==> config.mk <==
export PLATFORM = sky130hd
export DESIGN_NAME = vid_port_rx
export DESIGN_NICKNAME = d
export VERILOG_FILES = /design/src/rtl/vid_port_rx_pkg.sv /design/src/rtl/vp_code_det.sv /design/src/rtl/vp_ref_sync.sv /design/src/rtl/vp_out_stage.sv /design/src/rtl/vid_port_rx.sv
export SDC_FILE = /design/constraint.sdc
export NUM_CORES = 1
export LEC_CHECK = 0
export ABC_CLOCK_PERIOD_IN_PS = 5000
export BUFFER_PORTS_ARGS = -buffer_cell sky130_fd_sc_hd__buf_2
export CAP_MARGIN = 20
export CORE_ASPECT_RATIO = 1.4
export CORE_UTILIZATION = 57
export CTS_BUF_LIST = sky130_fd_sc_hd__clkbuf_4 sky130_fd_sc_hd__clkbuf_8
export DETAILED_ROUTE_END_ITERATION = 7
export GPL_TIMING_DRIVEN = 0
export PLACE_DENSITY = 0.92
export SLEW_MARGIN = 10
export SYNTH_ARGS = -nofsm -noshare
export SYNTH_HDL_FRONTEND = slang
export SYNTH_SLANG_ARGS = --single-unit
export TNS_END_PERCENT = 100
==> constraint.sdc <==
create_clock -name clk -period 5 [get_ports clk]
set_clock_uncertainty 0.05 [all_clocks]
set_input_delay 0.5 -clock clk [delete_from_list [all_inputs] [get_ports clk]]
set_output_delay 0.5 -clock clk [all_outputs]
set_load 0.005 [all_outputs]
==> src/rtl/vid_port_rx_pkg.sv <==
package vid_port_rx_pkg;
  localparam int CFG_W     = 4;
  localparam int CFG_EMB   = 0;
  localparam int CFG_VINV  = 1;
  localparam int CFG_HINV  = 2;
  localparam int CFG_FSYNC = 3;

  localparam logic [1:0] PH_CB = 2'd0;

  // per-byte decision bundle produced by either timing decoder
  typedef struct packed {
    logic hold;  // byte is not pixel data
    logic sol;   // restart component phase
    logic act;   // active level after this byte
    logic hs;    // horizontal pulse
    logic vs;    // vertical pulse
    logic fld;   // field after this byte
  } tim_t;
endpackage

==> src/rtl/vp_code_det.sv <==
module vp_code_det
  import vid_port_rx_pkg::*;
#(
  parameter int DW = 8
) (
  input  logic          clk,
  input  logic          rst,
  input  logic          en,
  input  logic [DW-1:0] din,
  output tim_t          ev
);
  localparam int F_BIT = DW - 2;
  localparam int V_BIT = DW - 3;
  localparam int H_BIT = DW - 4;

  logic [1:0] m_q, m_nxt;
  logic       act_q, fld_q, v_q;
  logic       is_hi, is_lo, is_xy;

  always_comb begin
    is_hi = (din == {DW{1'b1}});
    is_lo = (din == {DW{1'b0}});
    is_xy = (m_q == 2'd3);
    ev.hold = is_xy | is_hi | (is_lo & (m_q != 2'd0));
    ev.sol  = is_xy & ~din[H_BIT];
    ev.hs   = is_xy & din[H_BIT];
    ev.vs   = is_xy & din[V_BIT] & ~v_q;
    if (is_xy)      ev.act = ~din[H_BIT] & ~din[V_BIT];
    else if (is_hi) ev.act = 1'b0;
    else            ev.act = act_q;
    ev.fld = is_xy ? din[F_BIT] : fld_q;
    if (is_xy)                         m_nxt = 2'd0;
    else if (is_hi)                    m_nxt = 2'd1;
    else if (is_lo && m_q != 2'd0)     m_nxt = m_q + 2'd1;
    else                               m_nxt = 2'd0;
  end

  always_ff @(posedge clk) begin
    if (rst) begin
      m_q   <= 2'd0;
      act_q <= 1'b0;
      fld_q <= 1'b0;
      v_q   <= 1'b0;
    end else if (en) begin
      m_q   <= m_nxt;
      act_q <= ev.act;
      fld_q <= ev.fld;
      if (is_xy) v_q <= din[V_BIT];
    end
  end

  assert_code_restart_R3: assert property (@(posedge clk) disable iff (rst)
    (en && m_q == 2'd3) |=> (m_q == 2'd0));

  assert_act_after_sav_R6: assert property (@(posedge clk) disable iff (rst)
    ($rose(act_q) && !$past(rst)) |-> ($past(en) && $past(m_q) == 2'd3));
endmodule

==> src/rtl/vp_ref_sync.sv <==
module vp_ref_sync
  import vid_port_rx_pkg::*;
(
  input  logic clk,
  input  logic rst,
  input  logic en,
  input  logic href,
  input  logic vref,
  input  logic hinv,
  input  logic vinv,
  input  logic fsync,
  output tim_t ev
);
  logic h_a, v_a, h_p, v_p, fld_q, v_edge;

  always_comb begin
    h_a    = href ^ hinv;
    v_a    = vref ^ vinv;
    v_edge = fsync ? (v_a != v_p) : (v_a & ~v_p);
    ev.hold = 1'b0;
    ev.sol  = h_a & ~h_p;
    ev.hs   = h_a & ~h_p;
    ev.act  = h_a;
    ev.vs   = v_edge;
    if (fsync)       ev.fld = v_a;
    else if (v_edge) ev.fld = h_a;
    else             ev.fld = fld_q;
  end

  always_ff @(posedge clk) begin
    if (rst) begin
      h_p   <= 1'b0;
      v_p   <= 1'b0;
      fld_q <= 1'b0;
    end else if (en) begin
      h_p   <= h_a;
      v_p   <= v_a;
      fld_q <= ev.fld;
    end
  end

  assert_field_at_edge_R9: assert property (@(posedge clk) disable iff (rst)
    (!$past(rst) && !$past(fsync) && fld_q != $past(fld_q))
      |-> ($past(en) && $past(v_a) && !$past(v_p)));
endmodule

==> src/rtl/vp_out_stage.sv <==
module vp_out_stage
  import vid_port_rx_pkg::*;
#(
  parameter int DW = 8
) (
  input  logic          clk,
  input  logic          rst,
  input  logic          en,
  input  logic [DW-1:0] din,
  input  tim_t          ev,
  output logic [DW-1:0] pix,
  output logic          pix_vld,
  output logic [1:0]    pix_ph,
  output logic          act,
  output logic          hs,
  output logic          vs,
  output logic          fld
);
  logic [1:0] cnt_q, base;

  always_comb base = ev.sol ? PH_CB : cnt_q;

  always_ff @(posedge clk) begin
    if (rst) begin
      pix     <= '0;
      pix_vld <= 1'b0;
      pix_ph  <= PH_CB;
      act     <= 1'b0;
      hs      <= 1'b0;
      vs      <= 1'b0;
      fld     <= 1'b0;
      cnt_q   <= PH_CB;
    end else begin
      pix_vld <= en & ~ev.hold;
      hs      <= en & ev.hs;
      vs      <= en & ev.vs;
      if (en) begin
        act <= ev.act;
        fld <= ev.fld;
        if (!ev.hold) begin
          pix    <= din;
          pix_ph <= base;
          cnt_q  <= base + 2'd1;
        end else begin
          cnt_q  <= base;
        end
      end
    end
  end

  assert_valid_needs_dq_R1: assert property (@(posedge clk) disable iff (rst)
    pix_vld |-> $past(en));

  assert_hs_single_R7: assert property (@(posedge clk) disable iff (rst)
    hs |=> !hs);
endmodule

==> src/rtl/vid_port_rx.sv <==
module vid_port_rx
  import vid_port_rx_pkg::*;
#(
  parameter int DW = 8
) (
  input  logic             clk,
  input  logic             rst,
  input  logic [CFG_W-1:0] cfg_i,
  input  logic             dq_i,
  input  logic [DW-1:0]    din_i,
  input  logic             href_i,
  input  logic             vref_i,
  output logic [DW-1:0]    pix_o,
  output logic             pix_vld_o,
  output logic [1:0]       pix_ph_o,
  output logic             act_o,
  output logic             hs_o,
  output logic             vs_o,
  output logic             fld_o
);
  tim_t code_ev, ref_ev, sel_ev;

  vp_code_det #(.DW(DW)) u_code (
    .clk (clk), .rst (rst), .en (dq_i), .din (din_i), .ev (code_ev)
  );

  vp_ref_sync u_ref (
    .clk   (clk),
    .rst   (rst),
    .en    (dq_i),
    .href  (href_i),
    .vref  (vref_i),
    .hinv  (cfg_i[CFG_HINV]),
    .vinv  (cfg_i[CFG_VINV]),
    .fsync (cfg_i[CFG_FSYNC]),
    .ev    (ref_ev)
  );

  always_comb sel_ev = cfg_i[CFG_EMB] ? code_ev : ref_ev;

  vp_out_stage #(.DW(DW)) u_out (
    .clk     (clk),
    .rst     (rst),
    .en      (dq_i),
    .din     (din_i),
    .ev      (sel_ev),
    .pix     (pix_o),
    .pix_vld (pix_vld_o),
    .pix_ph  (pix_ph_o),
    .act     (act_o),
    .hs      (hs_o),
    .vs      (vs_o),
    .fld     (fld_o)
  );
endmodule

==> flow_summary.json, run 1 <==
{
  "status": "completed",
  "setup_viol": 0,
  "cts_tree": "done",
  "die_w_um": 40.4,
  "slowest_delay_ns": 0.38,
  "postLayoutCellArea_mm2": 0.00139,
  "final_cell_mix": "33 x buf_2, 25 x dfxtp_1, 22 x nor2_1",
  "ys_types": 34,
  "grt_pass1_wl_mm": 3.96,
  "cts_resized": 0,
  "num-nets-final": 187,
  "core_mm2": 0.00195,
  "syn_avg_cell_area_um2": 8.98,
  "rows": 19,
  "finalHoldViolCount": 0,
  "tns_ns": 0,
  "regArea_um2": 500,
  "start_kind": "flip-flop",
  "worst_ep_arrival_time_ns": 2.01,
  "ys_warn_count": 0,
  "critical_path_class": "flip-flop to flip-flop",
  "port_buffers": 31,
  "place_congestion": 0.867,
  "clk_path_buf_depth": 2,
  "required_ns": 5.16,
  "hold_path.startpoint": "rst",
  "layout-drive-gt1-share": 0.247,
  "slew_violations": 0,
  "cts_root_buf": "clkbuf_4",
  "syn-num-nets": 151,
  "drt_iter0_markers": 40,
  "fmax_ghz": 0.541,
  "cp-startpoint": "u_code.m_q[0]",
  "rsz0062_at_grt": "no",
  "cts_sinks": 25,
  "vdd_ir_drop_max_v": 0.000208,
  "synth_top_area_frac": 0.426,
  "drc": 0,
  "synth_cells": 131,
  "grt_max_degree": 16,
  "viasPerCell": 5.64,
  "worstPathMaxFanout": 10,
  "multiInputGateArea_um2": 617,
  "detail-route-antenna-nets": 0,
  "timing.final.crit_period_ns": 1.85,
  "drt_wl_total_mm": 2.47,
  "cts_setup_buffers": 0,
  "crit_chain": "inv_1 > ha_1 > nor4_2 > and3_4 > a2bb2oi_4 > buf_6 > mux2i_1 > nor2_1",
  "routedWlPerCell_um": 13.2,
  "hp-class": "input pin to flip-flop",
  "worstMarginPinSlew_ns": 0.472,
  "syn-cell-area_mm2": 0.00118,
  "p_per_area_mw_per_mm2": 268,
  "yosysSeqAreaShare": 0.426,
  "grt_usage": 0.246,
  "die_h_um": 55.7,
  "h-tree-depth": 1,
  "maxCapViolations": 0,
  "slew-limit-headroom": 0.685,
  "grt_pass1_vias": 1001,
  "die-area_mm2": 0.00225,
  "fin_util": 0.712,
  "postCtsHoldBufs": 0,
  "hpwlAfterDp_mm": 1.93,
  "clkLatencyLatePin_ns": 0.32,
  "synth_area_leaders": "dfxtp_1 43%, mux2i_1 10%, nor2_1 7.0%",
  "area_growth_syn_to_layout_pct": 18.0,
  "reg2reg_from": "u_code.m_q[0]",
  "io_pins": 32,
  "fin_hold_ws_ns": 0.340,
  "clk_pin_slew_worst_paths_ns": 0.14,
  "n_antenna_cell": 0,
  "period_share": 0.370,
  "cp_slowest_cell": "dfxtp_1",
  "drtPass1Iterations": 4,
  "fill_cells": 158,
  "grt_antenna_before_repair": 0,
  "place_area_mm2": 0.00136,
  "worstSetupEndpointType": "flip-flop",
  "cts_inserted_buffers": 3,
  "grt.overflow.total": 0,
  "p_leak_nw": 0.600,
  "ys_seq_elements": 25,
  "synth_area_leader_cell": "dfxtp_1",
  "layout_commonest_cell": "buf_2",
  "start_util": 0.603,
  "num_vias": 1055
}
==> per-layer routing <==
metal	vias to the layer above	track usage	wire length, um
met5	-	0	0
met4	0	0.0857	39
met3	5	0.0240	128
met2	44	0.435	1290
met1	479	0.280	1020
li1	527	-	-
==> cells in the mapped netlist <==
cell and number:
dfxtp_1 25, nor2_1 22, mux2i_1 12, a21oi_1 8
inv_1 7, nand2_1 6, nand2b_1 6, a211oi_1 4
and2_1 3, clkbuf_1 3, ha_1 3, nand4_1 3
nor3_1 3, nor3b_1 3, a31oi_1 2, buf_2 2
nand3_1 2, a21o_1 1, a221oi_1 1, a2bb2oi_4 1
and2b_1 1, and3_4 1, buf_6 1, nand4b_1 1
nor4_2 1, o21ai_0 1, o21ai_1 1, o22ai_1 1
o31a_1 1, o31ai_1 1, o32ai_1 1, or4_1 1
xnor2_1 1, xor2_1 1
==> report_power, final <==
part	internal, mW	switching [mW]	total, mW
Clock	0.0306	0.0629	0.0935
Sequential	0.210	0.00526	0.216
Combinational	0.0291	0.0342	0.0632
Total	0.270	0.102	0.372
==> area by class of cell <==
type                            count  area share
Timing Repair Buffer               31       0.112
Clock inverter                      1     0.00541
Sequential cell                    25       0.361
Multi-Input combinational cell     93       0.445
Buffer                              6      0.0234
Clock buffer                        3      0.0162
Inverter                            7      0.0189
Tap cell                           21      0.0189
==> worst max-delay path, delay by kind of cell (launching register included) <==
family	cells	cell delay, ns
simple gates	3	0.46
flops	1	0.38
buf+inv	2	0.26
mux	1	0.21
fa+ha+maj	1	0.20
compound gates	1	0.18
==> state kept, by name (all words and copies together), names as in the netlist, 2 cells and up <==
name / count
u_code.m_q: 2
u_out.cnt_q: 2
u_out.pix: 8
u_out.pix_ph: 2
==> logic make-up (layout without fill, tap and decap cells) <==
family,count (synthesis),after routing,synth area share
AND/OR/NAND/NOR,53,53,0.234
buffers and inverters,13,48,0.0500
flip-flops,25,25,0.426
multiplexers,12,12,0.102
AO/OA/AOI/OAI,23,23,0.141
adder cells (fa/ha/maj),3,3,0.0319
XOR/XNOR,2,2,0.0149
==> path summary, 6_finish.rpt <==
path,to,slack [ns],cells after the start
worst max register to register,u_out.pix[0],3.15,8
worst max-delay path,u_out.pix[0],3.15,8
worst min register to register,u_out.pix_ph[0],0.42,2
worst min-delay path,u_out.fld,0.34,2
==> through the flow <==
stage	power, mW	setup WS [ns]	cells
floorplan	0.257	3.31	131
global placement	0.279	3.07	183
detailed placement	0.283	3.00	183
CTS	0.373	3.12	187
global route	0.389	2.98	187
finish	0.372	3.15	187
(Power assumes the default switching activity.)
==> run 2: changes to the inputs <==
--- a/config.mk
+++ b/config.mk
@@ -5,15 +5,15 @@
 export SDC_FILE = /design/constraint.sdc
 export NUM_CORES = 1
 export LEC_CHECK = 0
-export ABC_CLOCK_PERIOD_IN_PS = 5000
+export ABC_CLOCK_PERIOD_IN_PS = 1900
 export BUFFER_PORTS_ARGS = -buffer_cell sky130_fd_sc_hd__buf_2
 export CAP_MARGIN = 20
 export CORE_ASPECT_RATIO = 1.4
-export CORE_UTILIZATION = 57
+export CORE_UTILIZATION = 53
 export CTS_BUF_LIST = sky130_fd_sc_hd__clkbuf_4 sky130_fd_sc_hd__clkbuf_8
 export DETAILED_ROUTE_END_ITERATION = 7
 export GPL_TIMING_DRIVEN = 0
-export PLACE_DENSITY = 0.92
+export PLACE_DENSITY = 0.87
 export SLEW_MARGIN = 10
 export SYNTH_ARGS = -nofsm -noshare
 export SYNTH_HDL_FRONTEND = slang
==> constraint.sdc (replaced) <==
create_clock -name clk -period 1.9 [get_ports clk]
set_clock_uncertainty 0.05 [all_clocks]
set_input_delay 0.19 -clock clk [delete_from_list [all_inputs] [get_ports clk]]
set_output_delay 0.19 -clock clk [all_outputs]
set_load 0.005 [all_outputs]
==> flow_summary.json, run 2 (synthesized netlist as in run 1, its figures left out) <==
{
  "p_leak_nw": 0.620,
  "num_vias": 1068,
  "power_switching_mw": 0.278,
  "worstPathMaxFanout": 5,
  "detail-route-antenna-nets": 0,
  "place_congestion": 0.847,
  "hp-class": "input pin to flip-flop",
  "rsz0062_at_grt": "no",
  "swShare": 0.279,
  "grt_antenna_before_repair": 0,
  "reg2reg_from": "u_code.m_q[0]",
  "place_area_mm2": 0.00136,
  "slew_violations": 0,
  "grt_usage": 0.232,
  "io_pins": 32,
  "worstSetupEndpointType": "flip-flop",
  "regMostFlops": "u_out.pix",
  "cts_inserted_buffers": 3,
  "tns_ns": 0,
  "start_kind": "flip-flop",
  "cts_root_buf": "clkbuf_4",
  "worstMarginPinSlew_ns": 0.498,
  "vdd_ir_drop_max_v": 0.000703,
  "setup_viol": 0,
  "layout-drive-gt1-share": 0.280,
  "area_growth_syn_to_layout_pct": 22.6,
  "ff2ff_setup_slack_ns": 0.11,
  "stdcell_count": 189,
  "pwr-share-seq": 0.569,
  "finalHoldViolCount": 0,
  "p_int_mw": 0.719,
  "port_buffers": 31,
  "p_clk_frac": 0.249,
  "postLayoutCellArea_mm2": 0.00144,
  "p_per_area_mw_per_mm2": 692,
  "start_util": 0.582,
  "maxCapViolations": 0,
  "drt_wl_total_mm": 2.69,
  "drtPass1Iterations": 4,
  "reg2reg_to": "u_out.pix[7]",
  "drt_iter0_markers": 22,
  "layout_commonest_cell": "buf_2",
  "final_cell_mix": "33 x buf_2, 23 x dfxtp_1, 22 x nor2_1",
  "h-tree-depth": 1,
  "critical_path_class": "flip-flop to flip-flop",
  "grt.overflow.total": 0,
  "r2r_cells": 8,
  "die_h_um": 57.7,
  "viasPerCell": 5.65,
  "required_ns": 2.06,
  "timing.final.crit_period_ns": 1.79,
  "hold_path.startpoint": "rst",
  "combPwrFrac": 0.181,
  "cp-startpoint": "u_code.m_q[0]",
  "period_share": 0.944,
  "cts_sinks": 25,
  "rows": 19,
  "fill_cells": 165,
  "cts_tree": "done",
  "hpwlAfterDp_mm": 2.05,
  "fmax_ghz": 0.557,
  "grt_pass1_vias": 1062,
  "clk_path_buf_depth": 2,
  "setup.worst_path.end": "u_out.pix[7]",
  "clkLatencyLatePin_ns": 0.33,
  "worst_ep_arrival_time_ns": 1.96,
  "postCtsHoldBufs": 0,
  "grt_pass1_wl_mm": 4.40,
  "largest_reg_flops": 8,
  "n_antenna_cell": 0,
  "drc": 0,
  "die_w_um": 41.8,
  "num-nets-final": 189,
  "status": "completed",
  "die-area_mm2": 0.00241,
  "slew-limit-headroom": 0.668,
  "dp.cells": 183,
  "grt_max_degree": 16,
  "core_mm2": 0.00202,
  "routedWlPerCell_um": 14.2,
  "clk_pin_slew_worst_paths_ns": 0.14
}
run 2: worst max-delay path, cell delays in order (launching register included):
cell,delay (ns)
dfxtp_2,0.36
inv_1,0.06
ha_2,0.19
nor4_4,0.13
and3_4,0.24
a2bb2oi_4,0.22
clkbuf_16,0.19
mux2i_1,0.18
nor2_1,0.06
run 2: area by class of cell:
class                      count  area [um^2]  share of cell area
sequential                    25          503               0.349
timing repair buffer          33          188               0.130
inverter                       7         26.3              0.0182
clock buffer                   3         22.5              0.0156
tap                           21         26.3              0.0182
multi-input combinational     93          632               0.438
clock inverter                 1         7.51             0.00521
buffer                         6         36.3              0.0252
run 2: what timing repair did:
item / in CTS / in global routing
gates resized for setup: 0 / 6
setup endpoints to repair: 0 / 9
buffers inserted: 0 / 1
run 2: worst min-delay path by stage:
stage	depth (start not counted)	endpoint	slack (ns)
floorplan	1	u_out.fld	0.24
global placement	2	u_out.fld	0.39
detailed placement	2	u_out.fld	0.39
CTS	2	u_out.fld	0.03
global route	2	u_out.fld	0.03
finish	2	u_out.fld	0.04
run 2: power groups by stage:
stage	registers, mW	clock network [mW]	logic (mW)
2_1_floorplan	0.580	0	0.0969
3_3_place_gp	0.577	0	0.160
3_5_place_dp	0.579	0	0.169
4_1_cts	0.567	0.252	0.170
5_1_grt	0.571	0.275	0.197
6_report	0.568	0.248	0.181
run 2: layer usage:
layer,wire [um],track usage,part of all wire
met1,1090,0.244,0.40
met2,1450,0.451,0.54
met3,99,0.0218,0.037
met4,57,0.111,0.021
met5,0,0,0
run 2: metrics by stage:
step | total power [mW] | hold WS (ns) | util | setup slack [ns]
global route | 1.04 | 0.0274 | 0.713 | 0.0368
CTS | 0.990 | 0.0281 | 0.687 | 0.0262
floorplan | 0.676 | 0.244 | - | 0.255
detailed placement | 0.748 | 0.390 | 0.672 | 0.0552
finish | 0.997 | 0.0362 | 0.713 | 0.106
global placement | 0.736 | 0.393 | 0.672 | 0.126
